==> config.mk <==
export PLATFORM = sky130hd
export DESIGN_NAME = smc_read_seq
export DESIGN_NICKNAME = d
export VERILOG_FILES = /design/src/rtl/smc_pkg.sv /design/src/rtl/smc_cfg_regs.sv /design/src/rtl/smc_seq.sv /design/src/rtl/smc_read_seq.sv
export SDC_FILE = /design/constraint.sdc
export NUM_CORES = 1
export LEC_CHECK = 0
export ABC_CLOCK_PERIOD_IN_PS = 4500
export BUFFER_PORTS_ARGS = -buffer_cell sky130_fd_sc_hd__buf_2
export CAP_MARGIN = 0
export CORE_UTILIZATION = 58
export DETAILED_ROUTE_END_ITERATION = 10
export GPL_ROUTABILITY_DRIVEN = 0
export PLACE_DENSITY = 0.92
export SLEW_MARGIN = 20
export SYNTH_ARGS = -nofsm -noshare
export SYNTH_HDL_FRONTEND = slang
export SYNTH_HIERARCHICAL = 1
export SYNTH_SLANG_ARGS = --single-unit
==> constraint.sdc <==
create_clock -name clk -period 4.5 [get_ports clk]
set_input_delay 0.9 -clock clk [delete_from_list [all_inputs] [get_ports clk]]
set_output_delay 0.9 -clock clk [all_outputs]
set_load 0.03 [all_outputs]
==> src/rtl/smc_pkg.sv <==
package smc_pkg;
  localparam int TW     = 4;   // width of the 0..15 timing fields
  localparam int TACC_W = 5;   // width of the access field
  localparam int CNT_W  = TACC_W;

  typedef struct packed {
    logic              page;
    logic              wide;
    logic [TW-1:0]     acp;
    logic [TW-1:0]     cah;
    logic [TW-1:0]     coh;
    logic [TW-1:0]     cos;
    logic [TW-1:0]     acs;
    logic [TACC_W-1:0] acc;
  } bank_cfg_t;

  typedef enum logic [2:0] {
    PH_IDLE, PH_ACS, PH_COS, PH_ACC, PH_PAGE, PH_COH, PH_CAH
  } phase_t;

  typedef struct packed {
    phase_t           ph;
    logic [CNT_W-1:0] cnt;
  } step_t;

  // Enter phase ph, skipping forward over phases whose length is zero.
  function automatic step_t enter(phase_t ph, bank_cfg_t c);
    step_t s;
    s.ph  = PH_IDLE;
    s.cnt = '0;
    if (ph == PH_ACS && c.acs != '0) begin
      s.ph = PH_ACS; s.cnt = CNT_W'(c.acs) - CNT_W'(1);
    end else if ((ph inside {PH_ACS, PH_COS}) && c.cos != '0) begin
      s.ph = PH_COS; s.cnt = CNT_W'(c.cos) - CNT_W'(1);
    end else if (ph inside {PH_ACS, PH_COS, PH_ACC}) begin
      s.ph = PH_ACC; s.cnt = c.acc;
    end else if (ph == PH_COH && c.coh != '0) begin
      s.ph = PH_COH; s.cnt = CNT_W'(c.coh) - CNT_W'(1);
    end else if ((ph inside {PH_COH, PH_CAH}) && c.cah != '0) begin
      s.ph = PH_CAH; s.cnt = CNT_W'(c.cah) - CNT_W'(1);
    end
    return s;
  endfunction
endpackage

==> src/rtl/smc_cfg_regs.sv <==
module smc_cfg_regs
  import smc_pkg::*;
#(
  parameter int NUM_BANKS = 4,
  localparam int BANK_W   = $clog2(NUM_BANKS)
) (
  input  logic              clk,
  input  logic              rst,
  input  logic              wr_en,
  input  logic [BANK_W-1:0] wr_bank,
  input  bank_cfg_t         wr_cfg,
  input  logic [BANK_W-1:0] rd_bank,
  output bank_cfg_t         rd_cfg
);
  bank_cfg_t regs [NUM_BANKS];

  for (genvar b = 0; b < NUM_BANKS; b++) begin : g_bank
    always_ff @(posedge clk) begin
      if (rst)                                     regs[b] <= '0;
      else if (wr_en && wr_bank == BANK_W'(b))     regs[b] <= wr_cfg;
    end
  end

  assign rd_cfg = regs[rd_bank];
endmodule

==> src/rtl/smc_seq.sv <==
module smc_seq
  import smc_pkg::*;
#(
  parameter int NUM_BANKS  = 4,
  parameter int ADDR_W     = 24,
  parameter int DATA_W     = 16,
  parameter int PAGE_BEATS = 4,     // power of two
  localparam int BANK_W    = $clog2(NUM_BANKS),
  localparam int BEAT_W    = $clog2(PAGE_BEATS)
) (
  input  logic                 clk,
  input  logic                 rst,
  input  logic                 req_valid,
  input  logic [BANK_W-1:0]    req_bank,
  input  logic [ADDR_W-1:0]    req_addr,
  input  bank_cfg_t            cfg_in,
  output logic                 req_ready,
  output logic                 rd_valid,
  output logic [DATA_W-1:0]    rd_data,
  output logic [ADDR_W-1:0]    mem_addr,
  output logic                 mem_addr_vld,
  output logic [NUM_BANKS-1:0] mem_cs_n,
  output logic                 mem_oe_n,
  input  logic [DATA_W-1:0]    mem_data
);
  localparam int HALF_W = DATA_W / 2;

  phase_t             phase, nxt_phase;
  logic [CNT_W-1:0]   cnt, nxt_cnt;
  logic [BEAT_W-1:0]  beat, nxt_beat;
  bank_cfg_t          cur, nxt_cfg;
  logic [BANK_W-1:0]  bank_q, nxt_bank;
  logic [ADDR_W-1:0]  base_q, nxt_base;
  logic               accept, sample, last;
  logic [CNT_W-1:0]   beat_len;
  logic [NUM_BANKS-1:0] sel;
  step_t              s;

  function automatic logic [ADDR_W-1:0] beat_addr(
      logic [ADDR_W-1:0] a, logic [BEAT_W-1:0] k, bank_cfg_t c);
    logic [ADDR_W-1:0] mask;
    logic [ADDR_W-1:0] val;
    mask = ADDR_W'(PAGE_BEATS - 1) << c.wide;
    val  = ADDR_W'(k) << c.wide;
    return c.page ? ((a & ~mask) | val) : a;
  endfunction

  assign req_ready = (phase == PH_IDLE);
  assign accept    = req_valid && (phase == PH_IDLE);
  assign last      = (cnt == '0);
  assign sample    = last && (phase inside {PH_ACC, PH_PAGE});
  assign beat_len  = (cur.acp == '0) ? '0 : CNT_W'(cur.acp) - CNT_W'(1);
  assign nxt_cfg   = accept ? cfg_in   : cur;
  assign nxt_bank  = accept ? req_bank : bank_q;
  assign nxt_base  = accept ? req_addr : base_q;

  always_comb begin
    nxt_phase = phase;
    nxt_cnt   = cnt - CNT_W'(1);
    nxt_beat  = beat;
    s         = '0;
    unique case (phase)
      PH_IDLE: begin
        nxt_cnt = cnt;
        if (accept) begin
          s = enter(PH_ACS, cfg_in);
          nxt_phase = s.ph; nxt_cnt = s.cnt; nxt_beat = '0;
        end
      end
      PH_ACS: if (last) begin
        s = enter(PH_COS, cur); nxt_phase = s.ph; nxt_cnt = s.cnt;
      end
      PH_COS: if (last) begin
        s = enter(PH_ACC, cur); nxt_phase = s.ph; nxt_cnt = s.cnt;
      end
      PH_ACC: if (last) begin
        if (cur.page) begin
          nxt_phase = PH_PAGE; nxt_cnt = beat_len; nxt_beat = BEAT_W'(1);
        end else begin
          s = enter(PH_COH, cur); nxt_phase = s.ph; nxt_cnt = s.cnt;
        end
      end
      PH_PAGE: if (last) begin
        if (beat == BEAT_W'(PAGE_BEATS - 1)) begin
          s = enter(PH_COH, cur); nxt_phase = s.ph; nxt_cnt = s.cnt;
        end else begin
          nxt_phase = PH_PAGE; nxt_cnt = beat_len; nxt_beat = beat + BEAT_W'(1);
        end
      end
      PH_COH: if (last) begin
        s = enter(PH_CAH, cur); nxt_phase = s.ph; nxt_cnt = s.cnt;
      end
      PH_CAH: if (last) begin
        nxt_phase = PH_IDLE; nxt_cnt = '0;
      end
      default: begin
        nxt_phase = PH_IDLE; nxt_cnt = '0;
      end
    endcase
  end

  always_comb begin
    sel = '0;
    sel[nxt_bank] = 1'b1;
  end

  always_ff @(posedge clk) begin
    if (rst) begin
      phase        <= PH_IDLE;
      cnt          <= '0;
      beat         <= '0;
      cur          <= '0;
      bank_q       <= '0;
      base_q       <= '0;
      mem_addr     <= '0;
      mem_addr_vld <= 1'b0;
      mem_cs_n     <= '1;
      mem_oe_n     <= 1'b1;
      rd_valid     <= 1'b0;
      rd_data      <= '0;
    end else begin
      phase        <= nxt_phase;
      cnt          <= nxt_cnt;
      beat         <= nxt_beat;
      cur          <= nxt_cfg;
      bank_q       <= nxt_bank;
      base_q       <= nxt_base;
      mem_addr_vld <= (nxt_phase != PH_IDLE);
      mem_oe_n     <= !(nxt_phase inside {PH_ACC, PH_PAGE});
      mem_cs_n     <= (nxt_phase inside {PH_COS, PH_ACC, PH_PAGE, PH_COH}) ? ~sel : '1;
      if (nxt_phase != PH_IDLE) mem_addr <= beat_addr(nxt_base, nxt_beat, nxt_cfg);
      rd_valid     <= sample;
      if (sample)
        rd_data <= cur.wide ? mem_data : {{HALF_W{1'b0}}, mem_data[HALF_W-1:0]};
    end
  end
endmodule

==> src/rtl/smc_read_seq.sv <==
module smc_read_seq
  import smc_pkg::*;
#(
  parameter int NUM_BANKS  = 4,
  parameter int ADDR_W     = 24,
  parameter int DATA_W     = 16,
  parameter int PAGE_BEATS = 4,
  localparam int BANK_W    = $clog2(NUM_BANKS)
) (
  input  logic                 clk,
  input  logic                 rst,
  input  logic                 cfg_we,
  input  logic [BANK_W-1:0]    cfg_bank,
  input  logic [TW-1:0]        cfg_acs,
  input  logic [TW-1:0]        cfg_cos,
  input  logic [TACC_W-1:0]    cfg_acc,
  input  logic [TW-1:0]        cfg_coh,
  input  logic [TW-1:0]        cfg_cah,
  input  logic [TW-1:0]        cfg_acp,
  input  logic                 cfg_wide,
  input  logic                 cfg_page,
  input  logic                 req_valid,
  input  logic [BANK_W-1:0]    req_bank,
  input  logic [ADDR_W-1:0]    req_addr,
  output logic                 req_ready,
  output logic                 rd_valid,
  output logic [DATA_W-1:0]    rd_data,
  output logic [ADDR_W-1:0]    mem_addr,
  output logic                 mem_addr_vld,
  output logic [NUM_BANKS-1:0] mem_cs_n,
  output logic                 mem_oe_n,
  input  logic [DATA_W-1:0]    mem_data
);
  bank_cfg_t wr_cfg, sel_cfg;

  always_comb begin
    wr_cfg      = '0;
    wr_cfg.page = cfg_page;
    wr_cfg.wide = cfg_wide;
    wr_cfg.acp  = cfg_acp;
    wr_cfg.cah  = cfg_cah;
    wr_cfg.coh  = cfg_coh;
    wr_cfg.cos  = cfg_cos;
    wr_cfg.acs  = cfg_acs;
    wr_cfg.acc  = cfg_acc;
  end

  smc_cfg_regs #(.NUM_BANKS(NUM_BANKS)) u_regs (
    .clk(clk), .rst(rst), .wr_en(cfg_we), .wr_bank(cfg_bank), .wr_cfg(wr_cfg),
    .rd_bank(req_bank), .rd_cfg(sel_cfg)
  );

  smc_seq #(
    .NUM_BANKS(NUM_BANKS), .ADDR_W(ADDR_W), .DATA_W(DATA_W), .PAGE_BEATS(PAGE_BEATS)
  ) u_seq (
    .clk(clk), .rst(rst), .req_valid(req_valid), .req_bank(req_bank),
    .req_addr(req_addr), .cfg_in(sel_cfg), .req_ready(req_ready),
    .rd_valid(rd_valid), .rd_data(rd_data), .mem_addr(mem_addr),
    .mem_addr_vld(mem_addr_vld), .mem_cs_n(mem_cs_n), .mem_oe_n(mem_oe_n),
    .mem_data(mem_data)
  );
endmodule

==> impl_metrics.tcl, run 1 <==
set metrics [dict create \
    status "finished clean" \
    n_fill_cell 1181 \
    antenna_found_initial 2 \
    hold_buffers 0 \
    slew_violations 0 \
    post-route-period-util 0.854 \
    powerDensity_nw_per_um2 546 \
    clockRootBuffer "clkbuf_16" \
    whs_endpoint "u_seq/rd_data[8]$_SDFFE_PP0P_" \
    skew_ns 0.0147 \
    critPathLaunchType "input port" \
    synth_area_leaders "edfxtp_1, dfxtp_1, nand2_1" \
    r2r-start "u_regs/regs[1][5]$_SDFFCE_PN0P_" \
    grt_max_degree 93 \
    wire_per_inst_um 18.4 \
    p_leak_uw 0.00428 \
    clk_pin_slew_ns 0.06 \
    ctsResizeCount 0 \
    placed_cell_area_um2 10500 \
    fin_area_um2 11200 \
    setup_viol 0 \
    grt_overflow 0 \
    fp.dieH_um 132 \
    hold_class "register to register" \
    rsz0062_at_grt "false" \
    hold_slack_ns 0.451 \
    grt_pass1_vias 7338 \
    irDropWorstVdd_uv 373 \
    viasPerCell 6.02 \
    pre_cts_ws_ns 0.302 \
    synth_edf_count 108 \
    synthesis.area_um2 9840 \
    dp_hpwl_mm 14.9 \
    ctsLongestPathBuffers 3 \
    fin_setup_tns_ns 0 \
    synthCells 939 \
    ys_warn_count 6 \
    synth.top_cells.by_count "nand2_1, nor2_1, edfxtp_1" \
    worst_pin_slew_ns 0.952 \
    timing.rr.end "u_seq/mem_addr[19]$_SDFFE_PP0P_" \
    grt_pass1_wl_mm 37.3 \
    ys.flop_type "edfxtp_1" \
    drive_gt1_frac 0.204 \
    fp.dieW_um 132 \
    critPathArrivalTime_ns 4.22 \
    nets 1120 \
    hold_depth 2 \
    min_from "u_seq/rd_data[8]$_SDFFE_PP0P_" \
    drtPass1Iterations 8 \
    min_period_ns 3.84 \
    portBuffers 122 \
    synth_largest_area_cell "edfxtp_1" \
    slew_headroom 0.364 \
    pin_count 123 \
    path_class "input port to register" \
    async_flop_share 0 \
    cts_tree "built" \
    setup_ws_ns 0.659 \
    multi_input_area_um2 4070 \
    crit_path_max_fanout 25 \
    synthDistinctLibCells 66 \
    synth_fp_nets 1023 \
    drt_iter0_drc 748 \
    core_um2 16600 \
    cts_buffers 22 \
    maxCapViolations 0 \
    clkLatencyLatePin_ns 0.51 \
    grtUsageTotal 0.269 \
    vias 7669 \
    antenna_left 0 \
    rows 47 \
    final-seq-area_um2 5370 \
    clock_sinks 214 \
    r2r_setup_slack_ns 0.99 \
    ff2ff_path_depth 11 \
    synth.most_common_cell "nand2_1" \
    crit_required_ns 4.88 \
    dieArea_um2 17500 \
    netlist.area_leader.share 0.330 \
    finalHoldViolCount 0 \
    syn_to_final_growth_pct 13.8 \
    fmax_mhz 260 \
    ys_seq_area_frac 0.545 \
    cts_setup_buffers 0 \
    start_util 0.593 \
    drt_wl_total_mm 23.4 \
    h-tree-depth 1 \
    crit_path_end_kind "register" \
    drc 0 \
    syn_area_per_cell_um2 10.5 \
    yosys_register_bits 214 \
]
==> final cells by class <==
type | count | area share
antenna | 2 | 0.000447
clock buffer | 36 | 0.0556
clock inverter | 3 | 0.00291
inverter | 25 | 0.00838
multi-input combinational | 635 | 0.363
sequential | 214 | 0.479
tap | 220 | 0.0246
timing repair buffer | 138 | 0.0655
==> stage by stage <==
stage,utilization,instances,total power (uW)
2_1_floorplan,-,939,4000
3_3_place_gp,0.635,1232,4350
3_5_place_dp,0.635,1232,4420
4_1_cts,0.675,1271,6090
5_1_grt,0.675,1273,6380
6_report,0.675,1273,6110
==> worst max-delay path by stage <==
| stage | start | end | slack (ns) | cells past startpoint |
|---|---|---|---|---|
| 2_1_floorplan | req_bank[0] | u_seq/mem_addr[18]$_SDFFE_PP0P_ | 0.58 | 13 |
| 3_3_place_gp | req_bank[0] | u_seq/mem_addr[4]$_SDFFE_PP0P_ | 0.38 | 12 |
| 3_5_place_dp | req_bank[0] | u_seq/mem_addr[19]$_SDFFE_PP0P_ | 0.30 | 12 |
| 4_1_cts | req_bank[0] | u_seq/mem_addr[19]$_SDFFE_PP0P_ | 0.73 | 12 |
| 5_1_grt | req_bank[0] | u_seq/mem_addr[19]$_SDFFE_PP0P_ | 0.53 | 12 |
| 6_report | req_bank[0] | u_seq/mem_addr[19]$_SDFFE_PP0P_ | 0.66 | 12 |
==> state kept, by name, summed over array words and instances (netlist names), 3 cells and up <==
name and cells:
u_seq/mem_addr 24, u_seq/cur 23, u_seq/base_q 24, u_seq/rd_data 16
u_seq/mem_cs_n 4, u_seq/phase 3, u_seq/cnt 5, u_regs/regs 108
==> report_power, final <==
part           total [uW]  internal, uW  switching [uW]
sequential           2540          2330             204
combinational        1910           715            1200
clock                1670           948             720
total                6110          3990            2120
==> cells in the final DEF (no fill, tap or decap), types with 5 or more instances in the layout <==
master / netlist / final
nand2_1: 143 / 143
nor2_1: 133 / 133
buf_2: 15 / 121
edfxtp_1: 108 / 108
dfxtp_1: 106 / 106
a21oi_1: 82 / 81
nand3b_1: 28 / 28
nor2b_1: 26 / 26
inv_1: 25 / 25
clkbuf_16: 0 / 22
o21ai_0: 22 / 22
mux4_2: 20 / 20
buf_4: 0 / 17
nand3_1: 14 / 14
clkbuf_1: 42 / 12
mux2_1: 11 / 11
mux2_4: 10 / 10
ha_1: 9 / 9
mux2i_1: 8 / 8
nor3_1: 8 / 8
mux4_1: 7 / 7
o22ai_1: 7 / 7
a211oi_1: 6 / 6
a31oi_1: 6 / 6
nor3b_1: 5 / 5
and3_1: 5 / 5
==> cell families after synthesis <==
| family | synth area share |
|---|---|
| compound gates | 0.106 |
| xor+xnor | 0.00445 |
| fa+ha+maj | 0.0126 |
| buf+inv | 0.0450 |
| flops | 0.545 |
| mux | 0.102 |
| simple gates | 0.185 |
==> layer usage <==
metal | up-vias | GRT usage | routed length [um]
met5 | - | 0 | 0
met4 | 0 | 0.106 | 794
met3 | 65 | 0.0427 | 2130
met2 | 446 | 0.464 | 11400
met1 | 3618 | 0.339 | 9080
li1 | 3540 | - | -
==> critical path, cell delays in order <==
cell and delay [ns]:
buf_2 0.24, mux4_1 0.64, inv_1 0.14, ha_1 0.26, nor3b_1 0.21, buf_4 0.17
a21oi_1 0.09, a311oi_1 0.31, and3_1 0.32, and2_1 0.16, buf_4 0.36, mux2_1 0.39
Power figures use the tool's default switching activity.
==> run 2, diff against run 1 <==
--- a/config.mk
+++ b/config.mk
@@ -8,10 +8,11 @@
 export ABC_CLOCK_PERIOD_IN_PS = 4500
 export BUFFER_PORTS_ARGS = -buffer_cell sky130_fd_sc_hd__buf_2
 export CAP_MARGIN = 0
+export CORE_MARGIN = 2
 export CORE_UTILIZATION = 58
 export DETAILED_ROUTE_END_ITERATION = 10
 export GPL_ROUTABILITY_DRIVEN = 0
-export PLACE_DENSITY = 0.92
+export PLACE_DENSITY = 0.79
 export SLEW_MARGIN = 20
 export SYNTH_ARGS = -nofsm -noshare
 export SYNTH_HDL_FRONTEND = slang
==> impl_metrics.tcl, run 2 (synthesis results as in run 1) <==
set metrics [dict create \
    status "finished clean" \
    dp_hpwl_mm 14.2 \
    critPathLaunchType "input port" \
    grt_overflow 0 \
    dieArea_um2 18000 \
    skew_ns 0.00713 \
    drtPass1Iterations 5 \
    crit_path_end_kind "register" \
    drt_wl_total_mm 21.8 \
    fin_setup_tns_ns 0 \
    start_util 0.593 \
    cts_tree "built" \
    crit_family "multiplexers" \
    ctsResizeCount 0 \
    clock_sinks 214 \
    clockRootBuffer "clkbuf_16" \
    maxCapViolations 0 \
    p_leak_uw 0.00433 \
    top_regs "u_regs/regs: 108 flops, u_seq/base_q: 24 flops, u_seq/mem_addr: 24 flops" \
    core_um2 16600 \
    grt_pass1_wl_mm 35.0 \
    crit_path_max_fanout 25 \
    drt_iter0_drc 621 \
    vias 7387 \
    setup_ws_ns 0.754 \
    slew_violations 0 \
    wire_per_inst_um 17.2 \
    placed_cell_area_um2 10500 \
    grt_max_degree 72 \
    fp.dieH_um 134 \
    pre_cts_ws_ns 0.286 \
    post-route-period-util 0.832 \
    powerDensity_nw_per_um2 548 \
    cp_slowest_cell "mux4_1" \
    cts_setup_buffers 0 \
    clk_pin_slew_ns 0.06 \
    hold_slack_ns 0.449 \
    fin_area_um2 11300 \
    grtUsageTotal 0.241 \
    hold_buffers 0 \
    layout_commonest_cell "nand2_1" \
    min_period_ns 3.75 \
    critPathArrivalTime_ns 4.13 \
    antenna_left 0 \
    top_register "u_regs/regs" \
    rows 47 \
    rsz0062_at_grt "false" \
    crit_required_ns 4.89 \
    portBuffers 122 \
    grt_pass1_vias 6934 \
    largest_register_ffs 108 \
    final_cell_mix "nand2_1, nor2_1, buf_2" \
    viasPerCell 5.81 \
    cts_buffers 22 \
    path_class "input port to register" \
    antenna_cells 0 \
    h-tree-depth 1 \
    syn_to_final_growth_pct 14.4 \
    clkLatencyLatePin_ns 0.50 \
    slew_headroom 0.358 \
    drc 0 \
    fp.dieW_um 134 \
    antenna_found_initial 0 \
    n_fill_cell 1301 \
    ctsLongestPathBuffers 3 \
    finalHoldViolCount 0 \
    irDropWorstVdd_uv 399 \
    place_inst 1232 \
    worst_pin_slew_ns 0.953 \
    setup_viol 0 \
    pin_count 123 \
    hold_class "register to register" \
    path_buf_inv 4 \
    fmax_mhz 267 \
    crit_chain "buf_2 -> mux4_1 -> inv_1 -> ha_1 -> nor3b_1 -> buf_4 -> a21oi_1 -> a311oi_1 -> and3_1 -> and2_1 -> buf_12 -> mux2_1" \
    stdcell_count 1272 \
    drive_gt1_frac 0.209 \
    nets 1120 \
    slowest_delay_ns 0.66 \
]
[run 2: worst paths after layout]
check                                       start                             end  slack [ns]  cells after the start
hold / removal      u_seq/rd_data[9]$_SDFFE_PP0P_   u_seq/rd_data[9]$_SDFFE_PP0P_        0.45                      2
hold reg to reg     u_seq/rd_data[9]$_SDFFE_PP0P_   u_seq/rd_data[9]$_SDFFE_PP0P_        0.45                      2
setup / recovery                      req_bank[0]  u_seq/mem_addr[3]$_SDFFE_PP0P_        0.75                     12
setup reg to reg  u_regs/regs[1][5]$_SDFFCE_PN0P_  u_seq/mem_addr[3]$_SDFFE_PP0P_        1.18                     11
[run 2: cell type report]
cell class	count	area, um^2	area share
inverters	25	93.8	0.00834
well taps	220	275	0.0245
clock buffers	30	622	0.0553
clock inverters	10	80.1	0.00712
flip-flops and latches	214	5370	0.477
repair buffers	138	746	0.0663
multi-input cells	635	4070	0.362
[run 2: per-stage QoR]
step	power [uW]	utilization
global placement	4400	0.636
finish	6170	0.679
CTS	6190	0.678
detailed placement	4440	0.636
global route	6470	0.679
floorplan	4000	-
[run 2: worst reg2reg max path, delay by kind of cell (launching register included)]
family / cells / cell delay [ns]
buf+inv: 3 / 0.53
simple gates: 3 / 0.75
mux: 2 / 0.93
fa+ha+maj: 1 / 0.25
flops: 1 / 0.40
compound gates: 2 / 0.36
[run 2: power breakdown]
part	leakage [uW]	internal [uW]	total [uW]	switching, uW
clock network	0.000353	1030	1740	716
registers	0.00193	2330	2530	196
logic	0.00205	737	1900	1160
[run 2: layer usage]
| layer | vias up | share of wire | GRT usage | routed length [um] |
|---|---|---|---|---|
| li1 | 3531 | - | - | - |
| met1 | 3536 | 0.43 | 0.329 | 9360 |
| met2 | 279 | 0.47 | 0.397 | 10300 |
| met3 | 41 | 0.072 | 0.0344 | 1560 |
| met4 | 0 | 0.026 | 0.0848 | 571 |
| met5 | - | 0 | 0 | 0 |
